[config.mk]
export PLATFORM = sky130hd
export DESIGN_NAME = ext_bank_port
export DESIGN_NICKNAME = d
export VERILOG_FILES = /design/src/rtl/ebp_pkg.sv /design/src/rtl/ebp_unlock.sv /design/src/rtl/ebp_bank_store.sv /design/src/rtl/ext_bank_port.sv
export SDC_FILE = /design/constraint.sdc
export NUM_CORES = 2
export LEC_CHECK = 0
export BUFFER_PORTS_ARGS = -buffer_cell sky130_fd_sc_hd__buf_4
export CAP_MARGIN = 0
export CORE_MARGIN = 2
export CORE_UTILIZATION = 35
export CTS_CLUSTER_SIZE = 30
export DETAILED_ROUTE_END_ITERATION = 16
export PLACE_DENSITY = 0.62
export SYNTH_ARGS = -nofsm -noshare
export SYNTH_HDL_FRONTEND = slang
export SYNTH_SLANG_ARGS = --single-unit
[constraint.sdc]
create_clock -name clk -period 3 [get_ports clk]
set_input_delay 0.3 -clock clk [delete_from_list [all_inputs] [get_ports clk]]
set_output_delay 0.3 -clock clk [all_outputs]
set_load 0.02 [all_outputs]
[src/rtl/ebp_pkg.sv]
package ebp_pkg;
  localparam int CW = 16;
  localparam logic [CW-1:0] TM_ONLY = 16'h0400;

  function automatic logic f_rd(input logic [CW-1:0] v);
    return v[15];
  endfunction
  function automatic logic f_wr(input logic [CW-1:0] v);
    return v[14];
  endfunction
  function automatic logic [1:0] f_bank(input logic [CW-1:0] v);
    return v[12:11];
  endfunction
  function automatic logic f_tm(input logic [CW-1:0] v);
    return v[10];
  endfunction
  function automatic logic [4:0] f_raddr(input logic [CW-1:0] v);
    return v[9:5];
  endfunction
  function automatic logic [4:0] f_waddr(input logic [CW-1:0] v);
    return v[4:0];
  endfunction

  typedef enum logic [2:0] {
    UL_IDLE, UL_Z1, UL_T1, UL_Z2, UL_OPEN
  } unlock_t;
endpackage

[src/rtl/ebp_unlock.sv]
module ebp_unlock
  import ebp_pkg::*;
(
  input  logic          clk,
  input  logic          rst_n,
  input  logic          ctrl_we,
  input  logic [CW-1:0] ctrl_val,
  output logic          open
);
  unlock_t st_q, st_d;
  logic is_zero, is_tm;

  assign is_zero = (ctrl_val == '0);
  assign is_tm   = (ctrl_val == TM_ONLY);

  always_comb begin
    st_d = st_q;
    if (ctrl_we) begin
      unique case (st_q)
        UL_IDLE: st_d = is_zero ? UL_Z1   : UL_IDLE;
        UL_Z1:   st_d = is_tm   ? UL_T1   : UL_IDLE;
        UL_T1:   st_d = is_zero ? UL_Z2   : UL_IDLE;
        UL_Z2:   st_d = is_tm   ? UL_OPEN : UL_IDLE;
        UL_OPEN: st_d = is_zero ? UL_IDLE : UL_OPEN;
        default: st_d = UL_IDLE;
      endcase
    end
  end

  always_ff @(posedge clk) begin
    if (!rst_n) st_q <= UL_IDLE;
    else        st_q <= st_d;
  end

  assign open = (st_q == UL_OPEN);

  AST_OPEN_VIA_PATTERN: assert property (@(posedge clk) disable iff (!rst_n)
    $rose(open) |-> $past(ctrl_we && ctrl_val == TM_ONLY));
  AST_ZERO_LOCKS: assert property (@(posedge clk) disable iff (!rst_n)
    ctrl_we && is_zero |=> !open);
  AST_CMD_KEEPS_OPEN: assert property (@(posedge clk) disable iff (!rst_n)
    open && !(ctrl_we && is_zero) |=> open);
  AST_BREAK_RESTARTS: assert property (@(posedge clk) disable iff (!rst_n)
    ctrl_we && !open && !is_zero && !is_tm |=> st_q == UL_IDLE);
endmodule

[src/rtl/ebp_bank_store.sv]
module ebp_bank_store #(
  parameter int DW          = 16,
  parameter int AW          = 5,
  parameter int BW          = 2,
  parameter int UNUSED_BANK = 2
) (
  input  logic          clk,
  input  logic          rst_n,
  input  logic          wr_fire,
  input  logic [BW-1:0] wr_bank,
  input  logic [AW-1:0] wr_addr,
  input  logic [DW-1:0] wr_data,
  input  logic [BW-1:0] rd_bank,
  input  logic [AW-1:0] rd_addr,
  output logic [DW-1:0] rd_data
);
  localparam int NB    = 1 << BW;
  localparam int DEPTH = 1 << AW;

  logic [DW-1:0] bank_rd [NB];

  for (genvar b = 0; b < NB; b++) begin : g_bank
    if (b == UNUSED_BANK) begin : g_hole
      assign bank_rd[b] = '0;
    end else begin : g_mem
      logic [DW-1:0] mem [DEPTH];
      always_ff @(posedge clk) begin
        if (!rst_n) begin
          for (int i = 0; i < DEPTH; i++) mem[i] <= '0;
        end else if (wr_fire && wr_bank == BW'(b)) begin
          mem[wr_addr] <= wr_data;
        end
      end
      assign bank_rd[b] = mem[rd_addr];
    end
  end

  assign rd_data = bank_rd[rd_bank];

  AST_HOLE_READS_ZERO: assert property (@(posedge clk) disable iff (!rst_n)
    rd_bank == BW'(UNUSED_BANK) |-> rd_data == '0);
endmodule

[src/rtl/ext_bank_port.sv]
module ext_bank_port
  import ebp_pkg::*;
#(
  parameter int          AW          = 5,
  parameter int          BW          = 2,
  parameter int          UNUSED_BANK = 2,
  parameter logic [4:0]  CTRL_ADDR   = 5'd20,
  parameter logic [4:0]  RDAT_ADDR   = 5'd21,
  parameter logic [4:0]  WDAT_ADDR   = 5'd23
) (
  input  logic          clk,
  input  logic          rst_n,
  input  logic          wr_en,
  input  logic          rd_en,
  input  logic [4:0]    addr,
  input  logic [CW-1:0] wdata,
  output logic [CW-1:0] rdata
);
  logic [CW-1:0] ctrl_q, stage_q, rdreg_q, store_rd;
  logic          open, ctrl_we, cmd_ok, rd_fire, wr_fire, rd_cmd;

  assign ctrl_we = wr_en && addr == CTRL_ADDR;
  assign cmd_ok  = ctrl_we && open && f_tm(wdata);
  assign rd_cmd  = ctrl_we && f_rd(wdata);
  assign rd_fire = cmd_ok && f_rd(wdata);
  assign wr_fire = cmd_ok && f_wr(wdata);

  ebp_unlock u_unlock (
    .clk(clk), .rst_n(rst_n), .ctrl_we(ctrl_we), .ctrl_val(wdata), .open(open)
  );

  ebp_bank_store #(.DW(CW), .AW(AW), .BW(BW), .UNUSED_BANK(UNUSED_BANK)) u_store (
    .clk(clk), .rst_n(rst_n),
    .wr_fire(wr_fire), .wr_bank(f_bank(wdata)), .wr_addr(f_waddr(wdata)),
    .wr_data(stage_q),
    .rd_bank(f_bank(wdata)), .rd_addr(f_raddr(wdata)), .rd_data(store_rd)
  );

  always_ff @(posedge clk) begin
    if (!rst_n) begin
      ctrl_q  <= '0;
      stage_q <= '0;
      rdreg_q <= '0;
      rdata   <= '0;
    end else begin
      if (ctrl_we) ctrl_q <= wdata;
      if (wr_en && addr == WDAT_ADDR) stage_q <= wdata;
      if (rd_cmd) rdreg_q <= rd_fire ? store_rd : '0;
      if (rd_en) begin
        unique case (addr)
          CTRL_ADDR: rdata <= ctrl_q;
          RDAT_ADDR: rdata <= rdreg_q;
          WDAT_ADDR: rdata <= stage_q;
          default:   rdata <= '0;
        endcase
      end
    end
  end

  AST_LOCKED_READ_ZERO: assert property (@(posedge clk) disable iff (!rst_n)
    rd_cmd && !open |=> rdreg_q == '0);
  AST_NO_TM_READ_ZERO: assert property (@(posedge clk) disable iff (!rst_n)
    rd_cmd && !f_tm(wdata) |=> rdreg_q == '0);
  AST_BANK_HOLE_ZERO: assert property (@(posedge clk) disable iff (!rst_n)
    rd_fire && f_bank(wdata) == BW'(UNUSED_BANK) |=> rdreg_q == '0);
  AST_RDREG_HOLDS: assert property (@(posedge clk) disable iff (!rst_n)
    !rd_cmd |=> $stable(rdreg_q));
endmodule

==> reports/metrics.csv <==
metric;value;unit
status;finished clean;
critical path's top delay family;compound AO/OA/AOI/OAI gates;
first drt pass iteration count;6;
Clock Sink Count;1603;
critical path data arrival time;3.66;ns
placed inst area;0.0796;mm^2
number of core rows;167;
Vias/cell;5.44;
CTS Buffer Depth;3;
max-slew violation count;0;
final worst setup slack;0.0827;ns
pre-CTS setup slack;-0.409;ns
largest net degree at the start of global routing;112;
post-placement cell count;7778;
critical path required time;3.74;ns
Reg clk slew, reported paths;0.06;ns
RSZ-0062 raised after global routing;false;
library cells used by synthesis;55;
full die area;0.213;mm^2
Buf/Inv on CP;3;
# H-tree levels;4;
1st-iter DRT viols;5790;
CTS tree;done;
YS warnings;0;
CP most frequent cell;buf_4;
clk_lat worst skew;0.83;ns
Placeable Area;0.207;mm^2
Area Overhead vs Synth;16.6;%
first-pass GRT wire length;323000;um
cts repair resizes;0;
antenna violations before repair;5;
Leak Pwr;0.0293;uW
Post-synth ARST share;0;%
nets;5206;
crit path max fanout;21;
crit path kind;primary input to register;
Post-Synth Simple-Gate Area;15.8;%
Pwr Density;592;mW/mm^2
Final Hold Vio Count;0;
Clock Skews;0.0273;ns
Num CTS Buffers;173;
peak supply drop;0.604;mV
Hold/Removal Path Class;primary input to register;
clock period minus worst slack;2.92;ns
crit end category;register;
Design Power;50500;uW
cell area after layout;0.0853;mm^2
per-cell routed wire length;27.8;um
Die H;461;um
IO Port Bufs;40;
DP Wirelength;144000;um
Post-Syn Area;0.0731;mm^2
CTS Root Buffer Type;clkbuf_16;
Main synth FF type;edfxtp_1;
slowest cell on the critical path;a31oi_1;
fmax;343;MHz
Slew HR;24.5;%
number of setup buffers added after CTS;0;
cts-stage hold buffer count;16;
worst-margin pin slew;1.13;ns
period utilisation layout;97.2;%
DR DRC count;0;
final setup fails;0;
syn avg cell area;14.8;um^2
post-synthesis adder-cell area fraction;0;%
main combinational cell family by area after synthesis;simple AND/OR/NAND/NOR gates;
number of global-route vias before repair;43600;
Die Wd;461;um
Post-synth EDFFs;1536;
complex-gate fraction of the synthesized area;3.77;%
gpl congestion;0.887;
xor and xnor area share after synthesis;0;%
FILL cells;18700;
initial core utilization;35.3;%
Overflow after GRT;0;
sequential fraction of the synthesis area;64.9;%
Routed WL;226000;um
utilization after layout;41.1;%
Max-Cap Viols;0;
Final ANT Viol Nets;0;
nature of the critical path startpoint;primary input;
CP peak stage delay;0.80;ns
Finished Layout Cells;8116;
Mapped Nets;4967;
DR vias;44200;
I/O pin count;41;
layout cell share with drive strength beyond 1;23.6;%
Seq cells post-synth;1603;
Synth Instances;4942;
mux share of post-synthesis cell area;12.7;%
CP Cell Sequence;dlygate4sd3_1 > buf_4 > nor2b_2 > nand2_1 > o221ai_1 > a31oi_1 > a22oi_1 > buf_4 > a21oi_1;
Total GRT Usage;21.2;%
worst register-to-register path: stages, from the launching register on:
cell             delay [ns]
edfxtp_1               0.37
mux4_2                 0.49
mux4_2                 0.48
nor2_1                 0.23
a2111oi_1              0.10
clkdlybuf4s18_2        0.29
buf_4                  0.15
a21oi_1                0.22
a21oi_1                0.11
per-stage QoR:
stage	hold WS (ns)	setup TNS, ns
2_1_floorplan	0.434	-43.87
3_3_place_gp	0.439	-1.40
3_5_place_dp	0.444	-0.881
4_1_cts	0.0176	0
5_1_grt	0.0688	0
6_report	0.0675	0
area by class of cell:
class	count	area, um^2	area share, %
Clock buffer	226	4640	5.44
Inverter	4	15.0	0.0176
Timing Repair Buffer	524	4850	5.68
Tap cell	2788	3490	4.09
Sequential cell	1603	47500	55.7
Antenna cell	7	17.5	0.0205
Multi-Input combinational cell	2875	23900	28.0
Clock inverter	89	863	1.01
synth_stat cells (all sizes together) (3+ instances only):
cell,instances,area (um^2)
nor3b,5,37.5
a21oi,83,415
o2111ai,3,26.3
nor3,17,90.1
nand3,52,260
and3b,3,26.3
a211oi,31,233
a221o,4,40.0
a221oi,23,201
nand2b,5,31.3
a22o,6,52.6
nor4,5,31.3
mux4,344,7750
clkbuf,344,1290
edfxtp,1536,46100
a22oi,90,676
mux2,24,270
and2,1549,9690
buf,116,738
o21ai,126,631
nand2,148,556
a31oi,12,75.1
nor2,135,602
a32oi,3,26.3
nand4,6,37.5
inv,4,15.0
nor2b,19,119
o221ai,12,105
a41oi,4,35.0
o22ai,12,75.1
a2111oi,6,52.6
dfxtp,67,1340
mux2i,128,1280
worst paths after layout:
path	start	to	slack (ns)	depth (start not counted)
worst max register to register	u_store.g_bank[0].g_mem.mem[26][0]	rdreg_q[0]	0.44	8
worst min-delay path	addr[3]	stage_q[4]	0.07	6
worst max-delay path	wdata[9]	rdreg_q[6]	0.08	9
worst min register to register	ctrl_q[11]	ctrl_q[11]	0.45	2
placed cells by master, fill, tap and decap left out, types with 14 or more instances in the layout:
cell type	count
mux2i_1	128
buf_12	68
mux4_2	344
dlygate4sd3_1	16
clkinv_1	31
clkbuf_16	174
o21ai_0	30
nor2_1	94
nand2_1	145
o21ai_1	34
nor3_1	14
a221oi_1	23
a211oi_1	31
nand3_1	52
clkinv_2	26
buf_4	436
clkbuf_1	43
nor2_2	41
nor2b_1	16
edfxtp_1	1536
dfxtp_1	51
a22oi_1	90
mux2_2	24
a21oi_1	83
o21ai_2	62
dfxtp_4	16
and2_1	1548
state kept, by name, summed over array words and instances (netlist names):
signal	cells
u_unlock.st_q	3
rdreg_q	16
rdata	16
ctrl_q	16
u_store.g_bank.g_mem.mem	1536
stage_q	16
routing by layer:
layer  up-vias  global-route usage, %  wire length [um]
li1      18700                      -                 -
met3       406                   3.75             19400
met5         -                      0                18
met2      2153                   33.2            105000
met1     22900                   29.1             91700
met4         2                   8.67              9790
report_power, final:
| group | internal (uW) | switching (uW) |
|---|---|---|
| sequential | 25500 | 332 |
| combinational | 1490 | 2200 |
| clock | 11800 | 9190 |
cell families after synthesis:
kind of cell / Yosys count
muxes: 496
buffers and inverters: 464
DFF: 1603
AOI/OAI and AO/OA: 427
and+or+nand+nor: 1952
(Power assumes the default switching activity.)
